File: config.mk
export PLATFORM = sky130hd
export DESIGN_NAME = dbg_regbank
export DESIGN_NICKNAME = d
export VERILOG_FILES = /design/src/rtl/dbgrb_pkg.sv /design/src/rtl/dbgrb_ctl_regs.sv /design/src/rtl/dbgrb_bp_set.sv /design/src/rtl/dbgrb_xfer.sv /design/src/rtl/dbg_regbank.sv
export SDC_FILE = /design/constraint.sdc
export NUM_CORES = 1
export LEC_CHECK = 0
export ABC_AREA = 1
export BUFFER_PORTS_ARGS = -buffer_cell sky130_fd_sc_hd__clkbuf_2
export CAP_MARGIN = 20
export CORE_AREA = 10 10 192 176
export CTS_CLUSTER_DIAMETER = 40
export CTS_CLUSTER_SIZE = 25
export DETAILED_ROUTE_END_ITERATION = 8
export DIE_AREA = 0 0 202 186
export GPL_TIMING_DRIVEN = 0
export PLACE_DENSITY = 0.76
export SKIP_LAST_GASP = 1
export SYNTH_ARGS = -nofsm -noshare
export SYNTH_HDL_FRONTEND = slang
export SYNTH_SLANG_ARGS = --single-unit
export TNS_END_PERCENT = 10
File: constraint.sdc
create_clock -name clk -period 2.3 [get_ports clk]
set_input_delay 0.46 -clock clk [delete_from_list [all_inputs] [get_ports clk]]
set_output_delay 0.46 -clock clk [all_outputs]
set_load 0.03 [all_outputs]
File: src/rtl/dbgrb_pkg.sv
package dbgrb_pkg;
  // register offsets
  localparam int OFS_ID_LO    = 0;
  localparam int OFS_ID_HI    = 1;
  localparam int OFS_CPU_CTL  = 2;
  localparam int OFS_CPU_STAT = 3;
  localparam int OFS_XF_CTL   = 4;
  localparam int OFS_XF_ADDR  = 5;
  localparam int OFS_XF_DATA  = 6;
  localparam int OFS_XF_CNT   = 7;
  localparam int OFS_BP_BASE  = 8;
  localparam int BP_STRIDE    = 4;

  // writable-bit masks
  localparam logic [15:0] MASK_CPU_CTL = 16'h0078;
  localparam logic [15:0] MASK_XF_CTL  = 16'h000E;
  localparam int          BP_CTL_W     = 5;

  // transfer control bit positions
  localparam int XC_START = 0;
  localparam int XC_WRITE = 1;
  localparam int XC_REGS  = 2;
  localparam int XC_BYTE  = 3;

  typedef struct packed {
    logic bytes;
    logic regs;
    logic write;
  } xf_mode_t;
endpackage

File: src/rtl/dbgrb_ctl_regs.sv
module dbgrb_ctl_regs
  import dbgrb_pkg::*;
#(
  parameter int AW = 5
) (
  input  logic          clk,
  input  logic          rst_n,
  input  logic          wr,
  input  logic [AW-1:0] addr,
  input  logic [15:0]   wdata,
  input  logic          ld_data,
  input  logic [15:0]   ld_value,
  output logic [15:0]   cpu_ctl_q,
  output logic [15:0]   xf_ctl_q,
  output logic [15:0]   xf_addr_q,
  output logic [15:0]   xf_data_q,
  output logic [15:0]   xf_cnt_q
);
  always_ff @(posedge clk or negedge rst_n) begin
    if (!rst_n) begin
      cpu_ctl_q <= '0;
      xf_ctl_q  <= '0;
      xf_addr_q <= '0;
      xf_data_q <= '0;
      xf_cnt_q  <= '0;
    end else begin
      if (wr) begin
        case (addr)
          AW'(OFS_CPU_CTL): cpu_ctl_q <= wdata & MASK_CPU_CTL;
          AW'(OFS_XF_CTL):  xf_ctl_q  <= wdata & MASK_XF_CTL;
          AW'(OFS_XF_ADDR): xf_addr_q <= wdata;
          AW'(OFS_XF_DATA): xf_data_q <= wdata;
          AW'(OFS_XF_CNT):  xf_cnt_q  <= wdata;
          default: ;
        endcase
      end
      // a read-mode transfer leaves the last fetched item in the data word
      if (ld_data) xf_data_q <= ld_value;
    end
  end
endmodule

File: src/rtl/dbgrb_bp_set.sv
module dbgrb_bp_set
  import dbgrb_pkg::*;
(
  input  logic                clk,
  input  logic                rst_n,
  input  logic                wr,
  input  logic [1:0]          sel,
  input  logic [15:0]         wdata,
  input  logic [15:0]         status_in,
  output logic [15:0]         rdata,
  output logic [BP_CTL_W-1:0] ctl_q,
  output logic [15:0]         a_q,
  output logic [15:0]         b_q
);
  always_ff @(posedge clk or negedge rst_n) begin
    if (!rst_n) begin
      ctl_q <= '0;
      a_q   <= '0;
      b_q   <= '0;
    end else if (wr) begin
      case (sel)
        2'd0: ctl_q <= wdata[BP_CTL_W-1:0];
        2'd2: a_q   <= wdata;
        2'd3: b_q   <= wdata;
        default: ;
      endcase
    end
  end

  always_comb begin
    case (sel)
      2'd0:    rdata = {{(16-BP_CTL_W){1'b0}}, ctl_q};
      2'd1:    rdata = status_in;
      2'd2:    rdata = a_q;
      default: rdata = b_q;
    endcase
  end
endmodule

File: src/rtl/dbgrb_xfer.sv
module dbgrb_xfer
  import dbgrb_pkg::*;
#(
  parameter int MAW   = 16,
  parameter int RF_IW = 4
) (
  input  logic             clk,
  input  logic             rst_n,
  input  logic             start,
  input  xf_mode_t         start_mode,
  input  logic [15:0]      count,
  input  logic [MAW-1:0]   base,
  input  logic             data_wr,
  input  logic             data_rd,
  input  logic [15:0]      wdata,
  output logic             busy,
  output logic             mem_req,
  output logic             mem_we,
  output logic [MAW-1:0]   mem_addr,
  output logic [15:0]      mem_wdata,
  output logic [1:0]       mem_be,
  input  logic [15:0]      mem_rdata,
  output logic             rf_req,
  output logic             rf_we,
  output logic [RF_IW-1:0] rf_idx,
  output logic [15:0]      rf_wdata,
  input  logic [15:0]      rf_rdata,
  output logic             rd_fire,
  output logic [15:0]      rd_word
);
  logic           busy_q;
  xf_mode_t       mode_q;
  logic [15:0]    left_q;
  logic [MAW-1:0] ptr_q;
  logic           step;
  logic [MAW-1:0] stride;
  logic [7:0]     sel_byte;

  assign busy    = busy_q;
  assign step    = busy_q && (mode_q.write ? data_wr : data_rd);
  assign rd_fire = step && !mode_q.write;
  assign stride  = (mode_q.regs || mode_q.bytes) ? MAW'(1) : MAW'(2);

  // memory side
  assign mem_req   = step && !mode_q.regs;
  assign mem_we    = mode_q.write;
  assign mem_addr  = ptr_q;
  assign mem_wdata = mode_q.bytes ? {wdata[7:0], wdata[7:0]} : wdata;
  assign mem_be    = !mode_q.bytes ? 2'b11 : (ptr_q[0] ? 2'b10 : 2'b01);

  // register-file side
  assign rf_req   = step && mode_q.regs;
  assign rf_we    = mode_q.write;
  assign rf_idx   = ptr_q[RF_IW-1:0];
  assign rf_wdata = wdata;

  assign sel_byte = ptr_q[0] ? mem_rdata[15:8] : mem_rdata[7:0];

  always_comb begin
    if (mode_q.regs)       rd_word = rf_rdata;
    else if (mode_q.bytes) rd_word = {8'h00, sel_byte};
    else                   rd_word = mem_rdata;
  end

  always_ff @(posedge clk or negedge rst_n) begin
    if (!rst_n) begin
      busy_q <= 1'b0;
      mode_q <= '0;
      left_q <= '0;
      ptr_q  <= '0;
    end else if (!busy_q) begin
      if (start) begin
        busy_q <= 1'b1;
        mode_q <= start_mode;
        left_q <= count;
        ptr_q  <= base;
      end
    end else if (step) begin
      ptr_q <= ptr_q + stride;
      if (left_q == '0) busy_q <= 1'b0;
      else              left_q <= left_q - 16'd1;
    end
  end
endmodule

File: src/rtl/dbg_regbank.sv
module dbg_regbank
  import dbgrb_pkg::*;
#(
  parameter int          NBRK     = 4,
  parameter int          MAW      = 16,
  parameter int          RF_IW    = 4,
  parameter logic [23:0] DEV_CODE = 24'h5A1C37,
  parameter logic [3:0]  ROM_AW   = 4'd10,
  parameter logic [3:0]  RAM_AW   = 4'd9,
  localparam int         AW       = $clog2(OFS_BP_BASE + BP_STRIDE * NBRK)
) (
  input  logic                     clk,
  input  logic                     rst_n,
  input  logic                     req_valid,
  output logic                     req_ready,
  input  logic                     req_write,
  input  logic [AW-1:0]            req_addr,
  input  logic [15:0]              req_wdata,
  output logic                     rsp_valid,
  input  logic                     rsp_ready,
  output logic [15:0]              rsp_data,
  output logic                     busy,
  output logic                     mem_req,
  output logic                     mem_we,
  output logic [MAW-1:0]           mem_addr,
  output logic [15:0]              mem_wdata,
  output logic [1:0]               mem_be,
  input  logic [15:0]              mem_rdata,
  output logic                     rf_req,
  output logic                     rf_we,
  output logic [RF_IW-1:0]         rf_idx,
  output logic [15:0]              rf_wdata,
  input  logic [15:0]              rf_rdata,
  output logic [15:0]              cpu_ctl,
  input  logic [15:0]              cpu_status,
  input  logic [NBRK*16-1:0]       bp_status,
  output logic [NBRK*BP_CTL_W-1:0] bp_ctl,
  output logic [NBRK*16-1:0]       bp_addr_a,
  output logic [NBRK*16-1:0]       bp_addr_b
);
  localparam int          KW      = (NBRK > 1) ? $clog2(NBRK) : 1;
  localparam logic [31:0] ID_WORD = {DEV_CODE, ROM_AW, RAM_AW};

  logic        acc, wr_acc, rd_acc;
  logic        rsp_valid_q;
  logic [15:0] rsp_data_q;
  logic [15:0] cpu_ctl_q, xf_ctl_q, xf_addr_q, xf_data_q, xf_cnt_q;
  logic        rd_fire;
  logic [15:0] rd_word;
  logic [15:0] rd_mux;
  logic        data_wr, data_rd, start;
  xf_mode_t    start_mode;

  // request/response handshake
  assign req_ready = !rsp_valid_q || rsp_ready;
  assign acc       = req_valid && req_ready;
  assign wr_acc    = acc && req_write;
  assign rd_acc    = acc && !req_write;
  assign rsp_valid = rsp_valid_q;
  assign rsp_data  = rsp_data_q;

  assign data_wr    = wr_acc && (req_addr == AW'(OFS_XF_DATA));
  assign data_rd    = rd_acc && (req_addr == AW'(OFS_XF_DATA));
  assign start      = wr_acc && (req_addr == AW'(OFS_XF_CTL)) && req_wdata[XC_START];
  assign start_mode = '{bytes: req_wdata[XC_BYTE], regs: req_wdata[XC_REGS],
                        write: req_wdata[XC_WRITE]};

  dbgrb_ctl_regs #(.AW(AW)) u_ctl (
    .clk      (clk),
    .rst_n    (rst_n),
    .wr       (wr_acc),
    .addr     (req_addr),
    .wdata    (req_wdata),
    .ld_data  (rd_fire),
    .ld_value (rd_word),
    .cpu_ctl_q(cpu_ctl_q),
    .xf_ctl_q (xf_ctl_q),
    .xf_addr_q(xf_addr_q),
    .xf_data_q(xf_data_q),
    .xf_cnt_q (xf_cnt_q)
  );
  assign cpu_ctl = cpu_ctl_q;

  dbgrb_xfer #(.MAW(MAW), .RF_IW(RF_IW)) u_xfer (
    .clk       (clk),
    .rst_n     (rst_n),
    .start     (start),
    .start_mode(start_mode),
    .count     (xf_cnt_q),
    .base      (xf_addr_q[MAW-1:0]),
    .data_wr   (data_wr),
    .data_rd   (data_rd),
    .wdata     (req_wdata),
    .busy      (busy),
    .mem_req   (mem_req),
    .mem_we    (mem_we),
    .mem_addr  (mem_addr),
    .mem_wdata (mem_wdata),
    .mem_be    (mem_be),
    .mem_rdata (mem_rdata),
    .rf_req    (rf_req),
    .rf_we     (rf_we),
    .rf_idx    (rf_idx),
    .rf_wdata  (rf_wdata),
    .rf_rdata  (rf_rdata),
    .rd_fire   (rd_fire),
    .rd_word   (rd_word)
  );

  // breakpoint sets
  logic [AW-1:0] bp_off;
  logic [AW-3:0] bp_k;
  logic          bp_hit;
  logic [15:0]   bp_rdata [NBRK];

  assign bp_off = req_addr - AW'(OFS_BP_BASE);
  assign bp_k   = bp_off[AW-1:2];
  assign bp_hit = (req_addr >= AW'(OFS_BP_BASE)) && (int'(bp_k) < NBRK);

  for (genvar k = 0; k < NBRK; k++) begin : g_bp
    dbgrb_bp_set u_set (
      .clk      (clk),
      .rst_n    (rst_n),
      .wr       (wr_acc && bp_hit && (int'(bp_k) == k)),
      .sel      (bp_off[1:0]),
      .wdata    (req_wdata),
      .status_in(bp_status[k*16 +: 16]),
      .rdata    (bp_rdata[k]),
      .ctl_q    (bp_ctl[k*BP_CTL_W +: BP_CTL_W]),
      .a_q      (bp_addr_a[k*16 +: 16]),
      .b_q      (bp_addr_b[k*16 +: 16])
    );
  end

  // read selection
  always_comb begin
    rd_mux = '0;
    if (bp_hit) begin
      rd_mux = bp_rdata[bp_k[KW-1:0]];
    end else begin
      case (req_addr)
        AW'(OFS_ID_LO):    rd_mux = ID_WORD[15:0];
        AW'(OFS_ID_HI):    rd_mux = ID_WORD[31:16];
        AW'(OFS_CPU_CTL):  rd_mux = cpu_ctl_q;
        AW'(OFS_CPU_STAT): rd_mux = cpu_status;
        AW'(OFS_XF_CTL):   rd_mux = xf_ctl_q;
        AW'(OFS_XF_ADDR):  rd_mux = xf_addr_q;
        AW'(OFS_XF_DATA):  rd_mux = rd_fire ? rd_word : xf_data_q;
        AW'(OFS_XF_CNT):   rd_mux = xf_cnt_q;
        default:           rd_mux = '0;
      endcase
    end
  end

  always_ff @(posedge clk or negedge rst_n) begin
    if (!rst_n) begin
      rsp_valid_q <= 1'b0;
      rsp_data_q  <= '0;
    end else if (rd_acc) begin
      rsp_valid_q <= 1'b1;
      rsp_data_q  <= rd_mux;
    end else if (rsp_ready) begin
      rsp_valid_q <= 1'b0;
    end
  end
endmodule

### Word level (Yosys, flattened, before mapping)

Index checks and enable logic that the tools add are counted.

* register bits after elaboration: 256
* latch bits: 0
* memory bits (writable): 0
* ROM bits: 0
* word-level logic and storage cells: 133
* memories: 0

* add/subtract/negate cells: 3
* $mul: 0
* div/mod/pow operators: 0
* magnitude comparators: 3
* eq/ne operators: 15
* shifts and indexed selects: 0
* muxes and demuxes: 34
* bitwise logic cells: 2
* reductions and logical operators: 51

Operators by type and width (count)
* $mux W16: 17
* $pmux W16 S3: 4
* $pmux W16 S8: 1
* $reduce_and A2 Y1: 19
* $bmux W16 S2: 1
* $eq A5 B3 Y1 const B: 4
* $logic_and A1 B1 Y1: 17
* $add A16 B16 Y16: 1
* $logic_not A16 Y1: 1
* $sub A16 B1 Y16 const B: 1
* $eq A5 B2 Y1 const B: 2
* $mux W8: 1
* $reduce_bool A2 Y1: 4
* $mux W1: 7
* $eq A3 B3 Y1 const B: 2
* $mux W2: 3
* $eq A5 B1 Y1 const B: 1
* $ge A5 B4 Y1 const B: 1
* $logic_not A5 Y1: 1
* $sub A5 B4 Y5 const B: 1
* $eq A2 B2 Y1 const B: 2
* $logic_not A1 Y1: 4
* $ne A2 B2 Y1 const B: 2
* $eq A3 B2 Y1 const B: 1
* 9 further kinds: 10

### Logic depth before layout (Yosys ltp)

Gate-level depths: netlist of the first run.

* depth after elaboration: 11
* depth in mapped cells: 14

### Modules after synthesis

Synthesis of the first run repeated with hierarchy kept, for this count alone.

* cells, all modules: 2252
* area total of the unflattened synthesis: 15499.9 um^2

Modules (own cells, without submodules)
* dbgrb_bp_set: times used 4, cells each 236, area each 1771.7 um^2, sequential area each 925.9 um^2
* dbgrb_xfer: times used 1, cells each 490, area each 3150.5 um^2, sequential area each 900.9 um^2
* dbg_regbank: times used 1, cells each 521, area each 2728.9 um^2, sequential area each 425.4 um^2
* dbgrb_ctl_regs: times used 1, cells each 297, area each 2533.7 um^2, sequential area each 1376.3 um^2

### Least setup slack after synthesis of the first run

No wires, ideal clock.

* path kind: reg2reg
* start: register u_xfer.mode_q[2] (netlist name)
* end: register u_xfer.ptr_q[15], in the netlist u_xfer.mem_addr[15]
* arrival time: 2178 ps
* data required time: 2174 ps
* setup slack: -5 ps
* cell stages (with the launch flop): 14
* clock period less this slack: 2305 ps
* path through: dfrtp_1 > clkbuf_1 > or2_2 > clkinv_1 > ha_1 > a21oi_1 > nor2_1 > nand2_1 > nor2_1 > nand2_1 > o21ai_0 > nand3_1 > nand2_1 > o21ai_0

* longest elaborated chain between the ends: 5

Ends and longest elaborated chain
* from (decl): RTL line dbgrb_xfer.sv:32 `xf_mode_t mode_q;`
* from (signal assigned): RTL line dbgrb_xfer.sv:74 `mode_q <= start_mode;`
* $logic_or A1 B1 Y1: RTL line dbgrb_xfer.sv:42 `assign stride = (mode_q.regs || mode_q.bytes) ? MAW'(1) : MAW'(2);`
* $mux W2: RTL line dbgrb_xfer.sv:42
* $add A16 B16 Y16: RTL line dbgrb_xfer.sv:79 `ptr_q <= ptr_q + stride;`
* $mux W16: RTL line dbgrb_xfer.sv:78 `end else if (step) begin`
* $mux W16: RTL line dbgrb_xfer.sv:71 `end else if (!busy_q) begin`
* to (signal assigned): RTL line dbgrb_xfer.sv:76 `ptr_q <= base;`
* to (signal assigned): RTL line dbgrb_xfer.sv:79
* to (decl): RTL line dbgrb_xfer.sv:34 `logic [MAW-1:0] ptr_q;`

No other way between the ends. The select of a mux whose other input is x is not followed.
A chain may end at the register's enable or synchronous reset.

### Worst setup path in the final report of the first run

* start: input port req_wdata[14]
* end: output port mem_wdata[14]

* longest elaborated chain between the ends: 1

Ends and longest elaborated chain
* from (decl): RTL line dbg_regbank.sv:18 `input logic [15:0] req_wdata,`
* $mux W16: RTL line dbgrb_xfer.sv:48 `assign mem_wdata = mode_q.bytes ? {wdata[7:0], wdata[7:0]} : wdata;`
* to (decl): RTL line dbg_regbank.sv:26 `output logic [15:0] mem_wdata,`

No other way between the ends.

==> results of run 1 <==
flip-flops by register name, summed over array words and instances, names as in the netlist:
register,count
rsp_data,16
u_xfer.busy,1
g_bp.u_set.a_q,64
u_xfer.mem_we,1
u_ctl.xf_ctl_q,3
u_xfer.left_q,16
u_xfer.mem_addr,16
u_ctl.xf_data_q,16
g_bp.u_set.b_q,64
u_ctl.xf_cnt_q,16
u_ctl.xf_addr_q,16
rsp_valid,1
u_ctl.cpu_ctl_q,4
u_xfer.mode_q,2
g_bp.u_set.ctl_q,20
final cells by class:
class / instances / area, um^2 / share of cell area [%]
tap: 403 / 504 / 2.81
timing repair buffer: 370 / 1930 / 10.7
sequential: 256 / 6410 / 35.7
clock buffer: 42 / 1010 / 5.61
clock inverter: 26 / 254 / 1.41
multi-input combinational: 1417 / 6570 / 36.6
inverter: 111 / 427 / 2.37
buffer: 166 / 875 / 4.87
worst paths after layout:
| kind | startpoint | to | slack (ns) | cells after the start |
|---|---|---|---|---|
| worst max-delay path | req_wdata[14] | mem_wdata[14] | -0.09 | 5 |
| worst max register to register | rsp_valid | rsp_data[12] | 0.07 | 12 |
| worst min-delay path | rsp_ready | rsp_valid | 0.30 | 4 |
| min in group asynchronous | rst_n | g_bp[3].u_set.b_q[6] | 0.44 | 2 |
| max in group asynchronous | rst_n | u_xfer.left_q[5] | 0.52 | 4 |
| worst min register to register | u_ctl.xf_data_q[14] | u_ctl.xf_data_q[14] | 0.49 | 2 |
placed cells by master (no fill, tap or decap), drive strengths merged, types with 12 or more instances in the layout:
cell type  count
a21oi         25
a31oi         12
buf           91
clkbuf       486
clkinv        14
conb          12
dfrtp        256
inv          117
nand2        561
nand3        285
nor2         151
o21ai        294
or2           18
per-layer routing:
layer	GRT usage, %	part of all wire, %	routed length (um)	up-vias
li1	-	-	-	7198
met1	45.1	39	25700	7765
met2	50.9	43	28600	1257
met3	8.07	12	8160	224
met4	14.7	5.1	3330	0
met5	0	0	0	-
logic make-up after synthesis:
family	after synthesis
AOI/OAI and AO/OA	360
xor gates and xnor gates	7
adders and majority gates	4
buffers and inverters	277
DFF	256
other	1
and+or+nand+nor	1034
per-stage QoR:
| step | TNS, ns | hold slack [ns] | area [um^2] | worst slack, ns | total power, uW |
|---|---|---|---|---|---|
| after floorplan | 0 | 0.164 | 14100 | 0.0660 | 8010 |
| after global placement | -1188.61 | 0.467 | 16500 | -4.59 | 9560 |
| after detailed placement | -25.33 | 0.450 | 16500 | -0.673 | 9640 |
| after CTS | -0.0439 | 0.277 | 17900 | -0.0391 | 15400 |
| after global routing | -0.441 | 0.305 | 18000 | -0.0851 | 16100 |
| final | -0.195 | 0.295 | 18000 | -0.0852 | 15500 |
worst register-to-register path: cells and delay by family (launching register included):
family / cells / cell delay [ns]
buf+inv: 4 / 0.75
simple gates: 8 / 0.96
flops: 1 / 0.42
timing repair:
item / CTS / global route
resized for setup: 36 / 5
hold buffers: 1 / 0
endpoints found under the setup margin: 86 / 25
buffers inserted: 1 / 2
hold endpoints to repair: 54 / 0
pin swaps: 1 / 2
where the power goes:
part	leakage (uW)	switching [uW]	internal [uW]
clock network	0.000615	2320	3460
logic	0.00534	2850	1120
registers	0.00335	635	5120
total	0.00930	5800	9700
synthesized netlist by cell type (5+ instances only):
cell,n
a211oi_1,6
a21oi_1,25
a22oi_1,8
a31oi_1,12
buf_1,9
buf_2,29
buf_4,45
clkbuf_1,81
dfrtp_1,256
inv_1,102
nand2_1,557
nand3_1,282
nand4_1,8
nor2_1,145
nor3_1,7
o211ai_1,5
o21ai_0,278
o21ai_1,15
o22ai_1,5
or2_2,18
==> flow_metrics.py, run 1 <==
metrics = {
    "outcome": {
        "status": "finished with violations",
        "violations": "setup timing",
    },
    "pwr": {
        "ir_drop_v": 0.000650,
        "power_density_nw_per_um2": 863,
        "p_leak_uw": 0.00930,
    },
    "worst_hold_path": {
        "hold_class": "primary input to register",
    },
    "final_layout": {
        "fin_util_pct": 60.6,
        "finish.net_count": 2501,
        "drive_gt1_share_pct": 24.0,
        "fillers": 2788,
        "final_cell_count_no_fill": 2791,
        "antenna_cells": 0,
        "synthToLayoutAreaGrowth_pct": 27.4,
    },
    "clock_tree": {
        "insertion_delay_ns": 0.53,
        "cts_max_level": 2,
        "tritoncts": "yes",
        "cts.sinks": 256,
        "path_clk_slew_ns": 0.06,
        "clock_tree.root_cell": "clkbuf_16",
        "cts_made_buffers": 37,
        "clock_path_buffers": 3,
    },
    "global_route": {
        "grt_first_pass_wirelength_um": 96800,
        "grt_max_degree": 105,
        "grt_overflow": 0,
        "antenna_found_initial": 0,
        "globalRouteTotalUtil_pct": 33.6,
        "grt_pass1_vias": 15559,
    },
    "yosys": {
        "synthSimpleGateAreaFrac_pct": 31.4,
        "synth_xor_area_share_pct": 0.435,
        "syn_area_um2": 14100,
        "synth_seq_cells": 256,
        "yosysUniqueCellTypes": 42,
        "synth_area_per_cell_um2": 7.28,
        "synth_edf_count": 0,
        "muxShareOfSynthArea_pct": 0,
        "ys_seq_area_share_pct": 45.4,
        "synth_top_family_by_area": "simple AND/OR/NAND/NOR gates",
        "yosysTopAreaCell": "dfrtp_1",
        "synthArstFlopShare_pct": 100,
        "yosys_warnings": 0,
        "synth_ff_type": "dfrtp_1",
        "synthAdderAreaFrac_pct": 0.408,
        "postSynthCellCount": 1939,
        "yosysTopAreaCellShare_pct": 45.4,
        "synthTopCellsByArea": "dfrtp_1, nand2_1, nand3_1",
        "synth-compound-area-share_pct": 13.4,
    },
    "timing": {
        "max_freq_mhz": 419,
        "min_period_ns": 2.39,
        "finClkSkew_ns": 0.0188,
        "layout_setup_ws_ns": -0.0852,
        "finalSetupViolCount": 4,
        "max_slew_margin_pct": 27.9,
        "rsz0062_at_grt": "true",
        "tightest_slew_ns": 1.08,
        "drv_slew": 0,
        "finalCritPeriodShare_pct": 104,
        "finalHoldViolCount": 0,
    },
    "placement": {
        "post-dp-hpwl_um": 50400,
        "routabilityCongestion": 1.06,
        "place_inst": 2719,
        "portBuffers": 364,
    },
    "route": {
        "wl_per_cell_um": 23.6,
        "initialDrtViolationCount": 2157,
        "drt.antenna.violating_nets": 0,
        "drc": 0,
        "wl_um": 65700,
        "vias": 16444,
        "firstDrtPassIters": 6,
        "via_per_inst": 5.89,
    },
    "setup_path": {
        "critPathTopFamily": "buffers and inverters",
        "slowest_delay_ns": 0.73,
        "crit_chain": "clkbuf_2 -> inv_1 -> clkbuf_1 -> o21ai_0 -> clkbuf_2",
        "worstPathArrival_ns": 1.93,
        "cp-end-kind": "output pin",
        "setup.worst_path.start_class": "primary input",
        "worstSetupPathType": "primary input to output pin",
        "required_ns": 1.84,
        "worst-path-buf-inv": 4,
        "cp_common_cell": "clkbuf_2",
        "timing.critical_path.slowest_stage_cell": "clkbuf_1",
        "worstPathMaxFanout": 10,
    },
    "flow_run": {
        "cap_viol_max_count": 0,
    },
    "floorplanning": {
        "die_area_um2": 37600,
        "start_util_pct": 47.6,
        "fp.dieH_um": 186,
        "std_cell_rows": 60,
        "core_area_um2": 29700,
        "die_w_um": 202,
        "io_pins": 379,
    },
}
(Power assumes the default switching activity.)
==> run 2, diff against run 1 <==
- CORE_AREA: 10 10 192 176 -> 10 10 209 162
- DIE_AREA: 0 0 202 186 -> 0 0 219 172
==> flow_metrics.py, run 2 (synthesis gave the netlist of run 1 again) <==
metrics = {
    "worst_hold_path": {
        "hp-start": "req_wdata[11]",
        "hold_class": "primary input to register",
        "holdPathEnd": "u_ctl.xf_cnt_q[11]",
        "hold-path-cell-count": 3,
    },
    "setup_path": {
        "cp-end-kind": "output pin",
        "timing.critical_path.slowest_stage_cell": "dfrtp_1",
        "setup.worst_path.start_class": "register",
        "r2r_cells": 8,
        "slowest_delay_ns": 0.45,
        "required_ns": 1.84,
        "worstPathMaxFanout": 10,
        "worstPathArrival_ns": 1.88,
        "reg2reg_setup_slack_ns": -0.02,
        "crit_chain": "clkinv_1 -> clkbuf_2 -> nor2_2 -> clkbuf_8",
        "worstSetupPathType": "register to output pin",
        "r2r-end": "g_bp[3].u_set.a_q[2]",
        "r2r_start": "rsp_valid",
    },
    "clock_tree": {
        "clock_tree.root_cell": "clkbuf_16",
        "insertion_delay_ns": 0.55,
        "tritoncts": "yes",
        "path_clk_slew_ns": 0.06,
        "clock_path_buffers": 3,
        "cts_made_buffers": 39,
        "cts_max_level": 2,
        "cts.sinks": 256,
    },
    "route": {
        "via_per_inst": 5.90,
        "firstDrtPassIters": 6,
        "vias": 16498,
        "drc": 0,
        "drt.antenna.violating_nets": 0,
        "initialDrtViolationCount": 2698,
        "wl_per_cell_um": 24.6,
        "wl_um": 68600,
    },
    "placement": {
        "routabilityCongestion": 1.03,
        "dp_slack_ns": -0.688,
        "portBuffers": 364,
        "post-dp-hpwl_um": 52800,
        "place_inst": 2715,
    },
    "global_route": {
        "grt_first_pass_wirelength_um": 101000,
        "grt_max_degree": 112,
        "grt_pass1_vias": 15830,
        "globalRouteTotalUtil_pct": 35.7,
        "antenna_found_initial": 2,
        "grt_overflow": 0,
    },
    "flow_run": {
        "cap_viol_max_count": 0,
    },
    "final_layout": {
        "multiInputGateArea_um2": 6600,
        "synthToLayoutAreaGrowth_pct": 29.1,
        "layout_common_cells": "nand2_1, clkbuf_2, nand3_1, o21ai_0, dfrtp_1",
        "final_cell_count_no_fill": 2794,
        "fillers": 2854,
        "final_common_cell": "nand2_1",
        "finish.net_count": 2506,
        "area.sequential_um2": 6410,
        "top_regs": "g_bp.u_set.a_q (64), g_bp.u_set.b_q (64), g_bp.u_set.ctl_q (20)",
        "drive_gt1_share_pct": 24.6,
    },
    "pwr": {
        "power_density_nw_per_um2": 887,
        "p_leak_uw": 0.00940,
        "ir_drop_v": 0.000596,
    },
    "timing": {
        "finalCritPeriodShare_pct": 102,
        "tightest_slew_ns": 1.03,
        "rsz0062_at_grt": "true",
        "finalHoldViolCount": 0,
        "holdWs_ns": 0.224,
        "max_freq_mhz": 428,
        "max_slew_margin_pct": 31.2,
        "finClkSkew_ns": 0.0201,
        "finalSetupViolCount": 3,
        "min_period_ns": 2.34,
        "drv_slew": 0,
        "layout_setup_ws_ns": -0.0375,
    },
    "floorplanning": {
        "std_cell_rows": 55,
        "fp.dieH_um": 172,
        "die_w_um": 219,
        "core_area_um2": 29700,
        "start_util_pct": 47.5,
        "io_pins": 379,
        "die_area_um2": 37700,
    },
    "outcome": {
        "violations": "setup timing",
        "status": "finished with violations",
    },
}
## run 2: cell types whose count changed in the layout (fill, tap and decap cells not counted), sizes merged
cell      previous run  this run
buf                 91        98
bufinv               2         3
clkinv              14        13
clkbuf             486       481
diode                0         1
clkinvlp             4         5
inv                117       120
## run 2: layer usage
layer	global-route usage, %	vias to the layer above	wire length, um
met3	12.2	139	10100
met2	51.0	1267	28800
met1	49.8	7888	27600
li1	-	7204	-
met4	10.9	0	2070
met5	0	-	0
## run 2: critical path: cells and delay by family, from the launching register on
family                 cells  cell delay, ns
flip-flops                 1            0.45
AND/OR/NAND/NOR            1            0.16
buffers and inverters      3            0.72
## run 2: timing repair
action / in CTS / in global routing
setup endpoints to repair: 128 / 97
hold buffers: 1 / 0
gates resized for setup: 47 / 28
buffers inserted: 3 / 3
pin swaps: 2 / 8
endpoints found under the hold margin: 63 / 0
## run 2: through the flow
step	utilization, %	total power [uW]	instance area, um^2	setup TNS [ns]
after detailed placement	55.6	9680	16500	-65.48
after CTS	61.0	16000	18100	-0.0437
after global placement	55.4	9600	16500	-1257.81
after floorplan	-	8010	14100	0
after global routing	61.3	16700	18200	-1.47
final	61.3	16200	18200	-0.0773
## run 2: worst max path at each step
stage	from	to	slack, ns	cells past startpoint
6_report	u_xfer.mode_q[1]	rf_req	-0.04	4
5_1_grt	rsp_valid	rsp_data[15]	-0.08	12
4_1_cts	u_xfer.mem_addr[0]	mem_be[0]	-0.02	3
3_5_place_dp	u_xfer.mode_q[2]	u_xfer.mem_addr[15]	-0.69	13
3_3_place_gp	rst_n	rsp_data[6]	-4.72	1
2_1_floorplan	rsp_valid	mem_req	0.07	5
## run 2: final cells by class
cell class	count	share of cell area, %
Multi-Input combinational cell	1417	36.3
Sequential cell	256	35.2
Timing Repair Buffer	373	10.8
Clock buffer	41	5.63
Buffer	166	4.91
Tap cell	399	2.74
Inverter	111	2.36
Clock inverter	30	2.09
Antenna cell	1	0.0137
## run 2: report_power, final
| group | leakage, uW | switching, uW | total [uW] | internal, uW |
|---|---|---|---|---|
| registers | 0.00335 | 673 | 5790 | 5120 |
| clock network | 0.000669 | 2620 | 6370 | 3750 |
| logic | 0.00538 | 2870 | 4000 | 1140 |
==> run 3, diff against run 2 <==
- BUFFER_PORTS_ARGS: -buffer_cell sky130_fd_sc_hd__clkbuf_2 -> -buffer_cell sky130_fd_sc_hd__buf_2
==> flow_metrics.py, run 3 (synthesis gave the netlist of run 1 again) <==
metrics = {
    "global_route": {
        "globalRouteTotalUtil_pct": 35.5,
        "grt_first_pass_wirelength_um": 101000,
        "antenna_found_initial": 2,
        "grt_pass1_vias": 15818,
        "grt_overflow": 0,
        "grt_max_degree": 113,
    },
    "timing": {
        "tns_ns": -0.208,
        "rsz0062_at_grt": "true",
        "finClkSkew_ns": 0.0274,
        "tightest_slew_ns": 1.02,
        "finalHoldViolCount": 0,
        "layout_setup_ws_ns": -0.0506,
        "finalCritPeriodShare_pct": 102,
        "drv_slew": 0,
        "min_period_ns": 2.35,
        "max_freq_mhz": 425,
        "finalSetupViolCount": 15,
        "max_slew_margin_pct": 31.7,
    },
    "floorplanning": {
        "fp.dieH_um": 172,
        "die_w_um": 219,
        "io_pins": 379,
        "std_cell_rows": 55,
        "die_area_um2": 37700,
        "start_util_pct": 47.5,
        "core_area_um2": 29700,
    },
    "clock_tree": {
        "insertion_delay_ns": 0.54,
        "clock_path_buffers": 3,
        "cts_made_buffers": 39,
        "cts_max_level": 2,
        "tritoncts": "yes",
        "path_clk_slew_ns": 0.06,
        "cts.sinks": 256,
        "clock_tree.root_cell": "clkbuf_16",
    },
    "pwr": {
        "ir_drop_v": 0.000885,
        "power_density_nw_per_um2": 882,
        "p_leak_uw": 0.00942,
    },
    "route": {
        "wl_per_cell_um": 24.5,
        "drc": 0,
        "vias": 16606,
        "drt.antenna.violating_nets": 0,
        "firstDrtPassIters": 6,
        "initialDrtViolationCount": 2453,
        "via_per_inst": 5.94,
        "wl_um": 68400,
    },
    "outcome": {
        "status": "finished with violations",
        "violations": "setup timing",
    },
    "setup_path": {
        "worstSetupPathType": "register to output pin",
        "worstPathMaxFanout": 10,
        "timing.critical_path.slowest_stage_cell": "dfrtp_1",
        "setup.worst_path.start_class": "register",
        "startpoint": "u_xfer.mem_addr[0]",
        "slowest_delay_ns": 0.45,
        "required_ns": 1.84,
        "cp-end-kind": "output pin",
        "worst-path-buf-inv": 2,
        "worstPathArrival_ns": 1.89,
        "crit_chain": "clkbuf_2 -> nand2_1 -> buf_2",
        "critPathTopFamily": "buffers and inverters",
        "r2r_start": "rsp_valid",
    },
    "final_layout": {
        "fin_area_um2": 18100,
        "synthToLayoutAreaGrowth_pct": 28.2,
        "top_regs": "g_bp.u_set.a_q (64), g_bp.u_set.b_q (64), g_bp.u_set.ctl_q (20)",
        "drive_gt1_share_pct": 24.1,
        "finish.net_count": 2507,
        "final_common_cell": "nand2_1",
        "layout_common_cells": "nand2_1, buf_2, nand3_1, o21ai_0, dfrtp_1",
    },
    "placement": {
        "post-dp-hpwl_um": 52800,
        "place_area_um2": 16500,
        "routabilityCongestion": 1.00,
        "portBuffers": 364,
    },
    "worst_hold_path": {
        "hp-start": "req_wdata[1]",
        "hold_class": "primary input to register",
    },
    "flow_run": {
        "cap_viol_max_count": 0,
    },
}
run 3: timing repair:
item,CTS,global route
endpoints found under the setup margin,121,68
gates cloned,0,0
buffers inserted,1,6
resized for setup,37,6
hold buffers,1,0
hold endpoints to repair,55,0
pin swaps,1,3
run 3: routing by layer:
layer	routed length [um]	global-route usage [%]
met1	27700	50.3
met2	28300	50.1
met3	9870	10.5
met5	0	0
met4	2580	13.3
run 3: layout make-up:
| class | instances | area (um^2) |
|---|---|---|
| well taps | 399 | 499 |
| multi-input cells | 1417 | 6570 |
| fillers | 2797 | 11600 |
| flip-flops and latches | 256 | 6410 |
| clock buffers | 51 | 1130 |
| repair buffers | 374 | 1950 |
| inverters | 111 | 427 |
| clock inverters | 20 | 209 |
| diodes | 2 | 5.00 |
| plain buffers | 166 | 888 |
run 3: through the flow:
stage	hold slack [ns]	power [uW]	utilization, %	std cells	setup slack [ns]
after floorplan	0.164	8010	-	1950	0.0660
after global placement	0.467	9600	55.4	2713	-4.03
after detailed placement	0.414	9670	55.6	2715	-0.677
after CTS	0.213	15800	60.6	2788	-0.0136
after global routing	0.227	16500	60.8	2795	-0.111
final	0.226	16000	60.9	2796	-0.0506
run 3: path summary, 6_finish.rpt:
check,to,slack [ns],cells after the start
max reg2reg,g_bp[1].u_set.a_q[7],-0.03,8
min,u_ctl.xf_ctl_q[1],0.23,3
max in group asynchronous,rsp_data[1],0.88,3
max,mem_be[0],-0.05,3
min reg2reg,u_ctl.xf_data_q[1],0.49,2
min in group asynchronous,g_bp[0].u_set.a_q[1],0.43,2
run 3: power breakdown:
group          switching [uW]  internal (uW)  total, uW
Sequential                649           5120       5770
Clock                    2400           3760       6160
Combinational            2860           1170       4030
run 3: worst min-delay path, cell delays in order:
cell and delay [ns]:
buf_2 0.14, nand2_1 0.06, o21ai_0 0.06
